### config.mk
export PLATFORM = sky130hd
export DESIGN_NAME = dual_irq_router
export DESIGN_NICKNAME = d
export VERILOG_FILES = /design/src/rtl/irq_router_pkg.sv /design/src/rtl/irq_edge_detect.sv /design/src/rtl/irq_flag_bank.sv /design/src/rtl/irq_cfg_regs.sv /design/src/rtl/irq_line_router.sv /design/src/rtl/dual_irq_router.sv
export SDC_FILE = /design/constraint.sdc
export NUM_CORES = 1
export LEC_CHECK = 0
export BUFFER_PORTS_ARGS = -buffer_cell sky130_fd_sc_hd__buf_2
export CORE_AREA = 5 5 120 122
export CTS_BUF_LIST = sky130_fd_sc_hd__clkbuf_4 sky130_fd_sc_hd__clkbuf_8
export CTS_CLUSTER_SIZE = 16
export DETAILED_ROUTE_END_ITERATION = 8
export DIE_AREA = 0 0 125 127
export SLEW_MARGIN = 20
export SYNTH_ARGS = -nofsm -noshare
export SYNTH_HDL_FRONTEND = slang
export SYNTH_SLANG_ARGS = --single-unit
### constraint.sdc
create_clock -name clk -period 0.99 [get_ports clk]
set_input_delay 0.198 -clock clk [delete_from_list [all_inputs] [get_ports clk]]
set_output_delay 0.198 -clock clk [all_outputs]
set_load 0.005 [all_outputs]
### src/rtl/irq_router_pkg.sv
`timescale 1ns/1ps
// Package: shared register addresses and the helper that builds the
// mask of implemented flag positions.
package irq_router_pkg;

    typedef enum logic [1:0] {
        RA_FLAGS  = 2'd0,
        RA_ENABLE = 2'd1,
        RA_SELECT = 2'd2,
        RA_LINES  = 2'd3
    } reg_addr_e;

    localparam int NUM_LINES = 2;

    // Ones everywhere except the gap [lo +: w].
    function automatic logic [63:0] impl_mask(input int n, input int lo, input int w);
        logic [63:0] m;
        m = '0;
        for (int i = 0; i < n; i++) begin
            m[i] = !((i >= lo) && (i < lo + w));
        end
        return m;
    endfunction

endpackage

### src/rtl/irq_edge_detect.sv
`timescale 1ns/1ps
// Rising-edge detector for a vector of event sources.
// Assumes sources are synchronous to clk; a source high in the first
// cycle after reset counts as an edge (history resets low).
module irq_edge_detect #(
    parameter int W = 30
) (
    input  logic         clk,
    input  logic         rst_n,
    input  logic [W-1:0] evt,
    output logic [W-1:0] rise
);
    logic [W-1:0] prev_q;

    // Keep the previous sample of every source.
    always_ff @(posedge clk) begin
        if (!rst_n) prev_q <= '0;
        else        prev_q <= evt;
    end

    // Edge = high now, low last cycle.
    always_comb rise = evt & ~prev_q;
endmodule

### src/rtl/irq_flag_bank.sv
`timescale 1ns/1ps
// Sticky flag bank: set on detected edge, cleared by write-1.
// Assumes clr is the write-data mask already qualified by the flag
// address. A set and a clear on the same bit leave it set.
module irq_flag_bank #(
    parameter int             W    = 30,
    parameter logic [W-1:0]   IMPL = '1
) (
    input  logic         clk,
    input  logic         rst_n,
    input  logic [W-1:0] rise,
    input  logic [W-1:0] clr,
    output logic [W-1:0] flags
);
    logic [W-1:0] flags_q;

    // Update flags: clear first, then OR in new edges, drop gap bits.
    always_ff @(posedge clk) begin
        if (!rst_n) flags_q <= '0;
        else        flags_q <= ((flags_q & ~clr) | rise) & IMPL;
    end

    assign flags = flags_q;
endmodule

### src/rtl/irq_cfg_regs.sv
`timescale 1ns/1ps
// Configuration registers: per-flag enable, per-flag line select and
// the two line enables. Writes take effect at the strobe's clock edge.
module irq_cfg_regs
    import irq_router_pkg::*;
#(
    parameter int W = 30
) (
    input  logic                 clk,
    input  logic                 rst_n,
    input  logic                 wr,
    input  logic [1:0]           addr,
    input  logic [W-1:0]         wdata,
    output logic [W-1:0]         en,
    output logic [W-1:0]         sel,
    output logic [NUM_LINES-1:0] line_en
);
    logic [W-1:0]         en_q;
    logic [W-1:0]         sel_q;
    logic [NUM_LINES-1:0] line_q;

    // Store the register addressed by a write strobe.
    always_ff @(posedge clk) begin
        if (!rst_n) begin
            en_q   <= '0;
            sel_q  <= '0;
            line_q <= '0;
        end else if (wr) begin
            case (reg_addr_e'(addr))
                RA_ENABLE: en_q   <= wdata;
                RA_SELECT: sel_q  <= wdata;
                RA_LINES:  line_q <= wdata[NUM_LINES-1:0];
                default:   ;
            endcase
        end
    end

    assign en      = en_q;
    assign sel     = sel_q;
    assign line_en = line_q;
endmodule

### src/rtl/irq_line_router.sv
`timescale 1ns/1ps
// Combines enabled, set flags per line and gates each line with its
// own enable. Select bit 0 picks line 0, 1 picks line 1.
module irq_line_router
    import irq_router_pkg::*;
#(
    parameter int W = 30
) (
    input  logic [W-1:0]         flags,
    input  logic [W-1:0]         en,
    input  logic [W-1:0]         sel,
    input  logic [NUM_LINES-1:0] line_en,
    output logic [NUM_LINES-1:0] irq
);
    logic [W-1:0] live;

    // Flags allowed to interrupt at all.
    always_comb live = flags & en;

    for (genvar l = 0; l < NUM_LINES; l++) begin : g_line
        logic [W-1:0] pick;
        // Flags steered to this line.
        always_comb pick = (l == 0) ? (live & ~sel) : (live & sel);
        // Level output, gated by the line enable.
        always_comb irq[l] = line_en[l] & (|pick);
    end
endmodule

### src/rtl/dual_irq_router.sv
`timescale 1ns/1ps
// Top: edge capture, sticky flags, configuration and two-line routing.
// Assumes a single clock domain and one register access per cycle.
module dual_irq_router
    import irq_router_pkg::*;
#(
    parameter int NUM_SRC = 30,
    parameter int GAP_LO  = 20,
    parameter int GAP_W   = 2
) (
    input  logic               clk,
    input  logic               rst_n,
    input  logic [NUM_SRC-1:0] evt_in,
    input  logic               reg_wr,
    input  logic [1:0]         reg_addr,
    input  logic [NUM_SRC-1:0] reg_wdata,
    output logic [NUM_SRC-1:0] reg_rdata,
    output logic               irq_line0,
    output logic               irq_line1
);
    localparam logic [63:0]        MASK64    = impl_mask(NUM_SRC, GAP_LO, GAP_W);
    localparam logic [NUM_SRC-1:0] FLAG_IMPL = MASK64[NUM_SRC-1:0];

    logic [NUM_SRC-1:0]   rise_w;
    logic [NUM_SRC-1:0]   clr_w;
    logic [NUM_SRC-1:0]   flags_w;
    logic [NUM_SRC-1:0]   en_w;
    logic [NUM_SRC-1:0]   sel_w;
    logic [NUM_LINES-1:0] line_en_w;
    logic [NUM_LINES-1:0] irq_w;

    irq_edge_detect #(.W(NUM_SRC)) u_edge (
        .clk(clk), .rst_n(rst_n), .evt(evt_in), .rise(rise_w)
    );

    // Write-1-to-clear mask for the flag word.
    always_comb clr_w = (reg_wr && reg_addr == RA_FLAGS) ? reg_wdata : '0;

    irq_flag_bank #(.W(NUM_SRC), .IMPL(FLAG_IMPL)) u_flags (
        .clk(clk), .rst_n(rst_n), .rise(rise_w), .clr(clr_w), .flags(flags_w)
    );

    irq_cfg_regs #(.W(NUM_SRC)) u_cfg (
        .clk(clk), .rst_n(rst_n), .wr(reg_wr), .addr(reg_addr),
        .wdata(reg_wdata), .en(en_w), .sel(sel_w), .line_en(line_en_w)
    );

    irq_line_router #(.W(NUM_SRC)) u_route (
        .flags(flags_w), .en(en_w), .sel(sel_w), .line_en(line_en_w), .irq(irq_w)
    );

    // Read mux over the four words.
    always_comb begin
        reg_rdata = '0;
        case (reg_addr_e'(reg_addr))
            RA_FLAGS:  reg_rdata = flags_w;
            RA_ENABLE: reg_rdata = en_w;
            RA_SELECT: reg_rdata = sel_w;
            RA_LINES:  reg_rdata[NUM_LINES-1:0] = line_en_w;
            default:   reg_rdata = '0;
        endcase
    end

    assign irq_line0 = irq_w[0];
    assign irq_line1 = irq_w[1];
endmodule

# Yosys cells after proc, flatten, opt, wreduce, memory -nomap -nowiden
# Cells that the tools add are included.
[word_totals]
regBits = 122
latchBits = 0
mem_bits_rw = 0
rom_bits = 0
in_bits = 65
output_inout_bits = 32
word_cells = 30
mem_count = 0
[op_classes]
n_addsub = 0
multipliers = 0
div_mod_pow = 0
order_cmp = 0
eq_ne = 3
shifts = 0
muxes = 3
bitwise = 11
n_reduce_logical = 7
[op_table]
columns = ["cell", "count"]
rows = [
  ["$and 30x30->30", 5],
  ["$not 30->30", 3],
  ["$pmux 28 s3", 1],
  ["$reduce_or 30->1", 2],
  ["$mux 30", 1],
  ["$or 30x30->30", 1],
  ["$pmux 2 s4", 1],
  ["$reduce_and 2->1", 3],
  ["$eq 2x2->1 const B", 2],
  ["$and 1x1->1", 2],
  ["$eq 2x1->1 const B", 1],
  ["$logic_not 2->1", 1],
  ["$logic_and 1x1->1", 1],
]

# Depth between registers and ports, before layout
[logic_depth]
word_depth = 6
ltp_mapped = 5
depth_no_buf = 4

# Modules after synthesis
# A second synthesis with hierarchy kept.
[hier_totals]
cells_unflattened = 610
area_unflattened_um2 = 5756.8
[by_module_without_submodules]
columns = ["mod", "instances", "cells_each", "area_each_um2", "seq_area_each_um2"]
rows = [
  ["irq_cfg_regs", 1, 236, 2334.7, 1241.2],
  ["irq_edge_detect", 1, 93, 1024.7, 600.6],
  ["irq_flag_bank", 1, 90, 1023.5, 560.5],
  ["dual_irq_router", 1, 103, 898.4, 0.0],
  ["irq_line_router", 1, 88, 475.5, 0.0],
]

# Worst setup path before layout
# OpenSTA, ideal clock, no wires.
[synth_timing]
path_type = "in2out"
from = "in reg_addr[0]"
to = "out reg_rdata[0]"
arrival_time_ps = 881
required_time_ps = 792
path_slack_ps = -89
cell_stages = 3
path_buffers = 2
path_cell_list = "buf_4 > buf_4 > mux4_2"
[synth_between]
elab_chain_len = 2
word_cells_on_any_way = 5
cone_classes = "3 x eq/ne; 1 x mux; 1 x reduce/logical"
[synth_lines]
columns = ["element", "line", "rtl"]
rows = [
  ["from (decl)", "dual_irq_router.sv:15", "input logic [1:0] reg_addr,"],
  ["$eq 2x2->1, or another cell as far along", "dual_irq_router.sv:55", "case (reg_addr_e'(reg_addr))"],
  ["$pmux 2 s4 *", "dual_irq_router.sv:55", ""],
  ["to (decl)", "dual_irq_router.sv:17", "output logic [NUM_SRC-1:0] reg_rdata,"],
]
# Mark *: on every way between the ends. The rest lies on a longest branch, timed or not.

# Final worst setup path
[layout_timing]
from = "reg u_cfg.sel_q[16] (netlist: u_cfg.sel[16])"
to = "out irq_line0"
[layout_between]
elab_chain_len = 4
[layout_lines]
columns = ["element", "line", "rtl"]
rows = [
  ["from (decl)", "irq_cfg_regs.sv:19", "logic [W-1:0] sel_q;"],
  ["from (signal assigned)", "irq_cfg_regs.sv:31", "RA_SELECT: sel_q <= wdata;"],
  ["$not 30->30", "irq_line_router.sv:23", "always_comb pick = (l == 0) ? (live & ~sel) : (live & sel);"],
  ["$and 30x30->30", "irq_line_router.sv:23", ""],
  ["$reduce_or 30->1", "irq_line_router.sv:25", "always_comb irq[l] = line_en[l] & (|pick);"],
  ["$and 1x1->1", "irq_line_router.sv:25", ""],
  ["to (decl)", "dual_irq_router.sv:18", "output logic irq_line0,"],
]
# No other way between the ends.

==> metrics.txt <==
Final nets=around 970; slew margin rel.=between 80% and 90%; switching pwr=around 2.9 mW; Tmin final=approximately 1.9 ns; sequential share of power=43.9%; reg-to-reg critical path endpoint=u_flags.flags[14]; vias=between 5000 and 6000; Detail Placement HPWL=12400 um; Logic pwr share=around 15%; clock sinks=118; CP Max Fanout=2; TritonCTS Buffers=17; setup ws final=-0.867 ns; RSZ-0062 raised after global routing=true; clk buf depth=2; Buffers on Ports=94; clk slew on worst S/H paths=around 0.070 ns; Synth Net Count=716; GP Congestion=between 0.8 and 0.9; finished layout cell area=0.00831 mm2; max_cap viols=0; Core ar.=about 0.013 mm2; initial antenna violation count=0; library cells used by synthesis=26; clock share of power=approximately 41%; Chip Width=~130 um; Antenna Nets Post-Route=0; Inserted Diodes=0; Worst-Skew Late Latency=roughly 0.44 ns; switching share of power=24.3%; initial core utilization=slightly above 40%; Pwr Density=~1400 mW/mm2; global-route wire length before repair=roughly 28000 um; Pre-antenna DRT Iters=5; WL per Instance=16.3 um; Worst Hold Path Cells=3; synthesis-to-layout area growth=56.8%; critical path launch point type=flop; status=complete, but fails checks; vias per cell=roughly 5; Post-Syn Instances=approximately 650; Synth Cell Area=between 0.005 and 0.006 mm2; GR Overflow Total=0; Hold WC Path Type=in2reg; Hold Crit Start=reg_wdata[10]; CP required=approximately 0.79 ns; post-layout util=63.5%; CTS tree=built; WP data arrival=1.66 ns; Final Cycle Share=188%; DP Area=approximately 0.007 mm2; Die H=127 um; leakage power=3.49 nW; CTS root buf=clkbuf_8; setup_tns=-15.50 ns; syn avg cell area=just over 8 um2; Worst Hold End=u_cfg.sel[10]; I/O pins=between 90 and 100; WHS=around 0.017 ns; H-tree levels=4; final slew viol count=0; Max Clock Skew=between 0.01 and 0.015 ns; #FFs+latches synth=118; critical path type=reg2out; Rows=between 40 and 50; layout cells sized above 1=around two fifths; WL final=~18000 um; largest net degree at the start of global routing=63; die area=approximately 0.016 mm2; worst-case reg-to-reg path depth=5; Peak VDD IR=about 0.75 mV; Final Power=11.8 mW; Finish-stage setup viols=32; internal reg-to-reg setup slack=approximately 0.040 ns; final hold viol count=0; failing checks=setup timing; DRT iter0 DRCs=slightly below 300; number of global-route vias before repair=about 5600; Critical R2R Launch=u_flags.flags[14]; Worst-Margin Slew=0.300 ns; Total GRT Usage=between 20% and 30%; crit path capture type=output port; Yosys warnings=0; Max Fclk=between 500 and 600 MHz; register area share after synthesis=~45%; Pint=slightly below 9 mW; # DRC=0
layout make-up:
class | count | area, um2
well taps | 176 | 220
clock inverters | 9 | 150
inverters | 1 | 3.75
fillers | 1110 | 4780
flip-flops and latches | 118 | 2470
repair buffers | 267 | 2200
multi-input cells | 496 | 2970
clock buffers | 22 | 284
registers in the layout (all words and copies together) (netlist names):
signal         flops
u_cfg.en          30
u_cfg.sel         30
u_edge.prev_q     28
u_flags.flags     28
u_cfg.line_en      2
cells in the final DEF (no fill, tap or decap), types with 2 or more instances in the layout:
| cell type | synthesis | routed |
|---|---|---|
| nand2_1 | 198 | 196 |
| buf_2 | 8 | 94 |
| dfxtp_2 | 0 | 64 |
| a21boi_1 | 60 | 61 |
| buf_4 | 6 | 61 |
| buf_6 | 2 | 59 |
| nor2b_1 | 59 | 58 |
| dfxtp_1 | 118 | 46 |
| dlygate4sd3_1 | 0 | 45 |
| and2_1 | 30 | 30 |
| a21oi_1 | 28 | 27 |
| mux2i_1 | 28 | 25 |
| o21ai_1 | 0 | 23 |
| clkbuf_8 | 0 | 19 |
| nand3_1 | 29 | 18 |
| nand3_2 | 0 | 10 |
| buf_12 | 0 | 8 |
| dfxtp_4 | 0 | 8 |
| nand4_1 | 7 | 7 |
| nand3b_1 | 6 | 6 |
| o22ai_1 | 10 | 5 |
| o22ai_2 | 0 | 4 |
| bufinv_16 | 0 | 4 |
| o21ai_2 | 0 | 3 |
| clkinv_2 | 0 | 3 |
| clkbuf_4 | 0 | 3 |
| mux2i_2 | 0 | 2 |
| mux4_2 | 2 | 2 |
| a22o_1 | 2 | 2 |
| nor4_2 | 0 | 2 |
| o2111ai_2 | 0 | 2 |
| nor4_4 | 0 | 2 |
| nand2_2 | 0 | 2 |
| clkinvlp_4 | 0 | 2 |
cells in the mapped netlist, drive strengths merged:
master     n  area (um2)
nand3b     6        45.0
nand2    198         743
a22o       2        17.5
nor2b     60         378
nor3       1        5.00
inv        1        3.75
dfxtp    118        2360
nor4       4        25.0
o2111ai    2        17.5
a21oi     28         140
a21boi    61         458
a31oi      1        6.26
nor3b      1        18.8
mux2i     28         280
clkbuf    20        75.1
o22ai     10        62.6
nand3     29         145
and2      30         188
mux4       2        45.0
buf       16         108
o21ai     26         130
nand4      7        43.8
repair_timing:
item	4_1_cts	5_1_grt
setup buffers	5	13
hold endpoints to repair	55	1
setup endpoints to repair	32	41
gates resized for setup	155	44
hold buffers	44	1
pin swaps	31	31
power by group through the flow:
stage / clock [mW] / sequential, mW / combinational, mW
2_1_floorplan: 0 / 5.23 / 0.651
3_3_place_gp: 0 / 5.22 / 1.41
3_5_place_dp: 0 / 5.23 / 1.43
4_1_cts: 4.92 / 5.17 / 1.71
5_1_grt: 5.18 / 5.21 / 1.92
6_report: 4.86 / 5.18 / 1.78
critical path, stage by stage, from the launching register on:
cell       delay [ns]
dfxtp_2          0.33
nand3b_1         0.16
o2111ai_2        0.16
nor4_4           0.30
a31oi_4          0.13
buf_2            0.14
metal layers:
layer	global-route usage, %	wire [um]	vias up
met2	38.0	8460	165
met3	5.01	951	46
li1	-	-	2687
met1	27.3	7770	2572
met4	10.7	539	0
met5	0	0	-
through the flow:
| stage | instances | setup slack, ns |
|---|---|---|
| 2_1_floorplan | 651 | -0.0641 |
| 3_3_place_gp | 1001 | -0.508 |
| 3_5_place_dp | 1001 | -0.518 |
| 4_1_cts | 1080 | -0.873 |
| 5_1_grt | 1089 | -0.976 |
| 6_report | 1089 | -0.867 |
how the worst max path moves through the flow:
stage / endpoint / from / cells past startpoint / slack (ns)
global placement: irq_line0 / u_cfg.sel[10] / 5 / -0.51
detailed placement: irq_line1 / u_cfg.sel[25] / 6 / -0.52
CTS: irq_line0 / u_cfg.en[13] / 6 / -0.87
global route: irq_line0 / u_cfg.sel[16] / 5 / -0.98
finish: irq_line0 / u_cfg.sel[16] / 5 / -0.87
floorplan: irq_line0 / u_cfg.sel[26] / 4 / -0.06
cells by family (layout without fill, tap and decap cells):
logic type / Yosys count / after routing / share of synthesized area, %
compound gates: 130 / 130 / 15.7
buf+inv: 37 / 299 / 3.52
flops: 118 / 118 / 44.6
mux: 30 / 30 / 6.14
simple gates: 336 / 336 / 30.0
(Power assumes the default switching activity.)
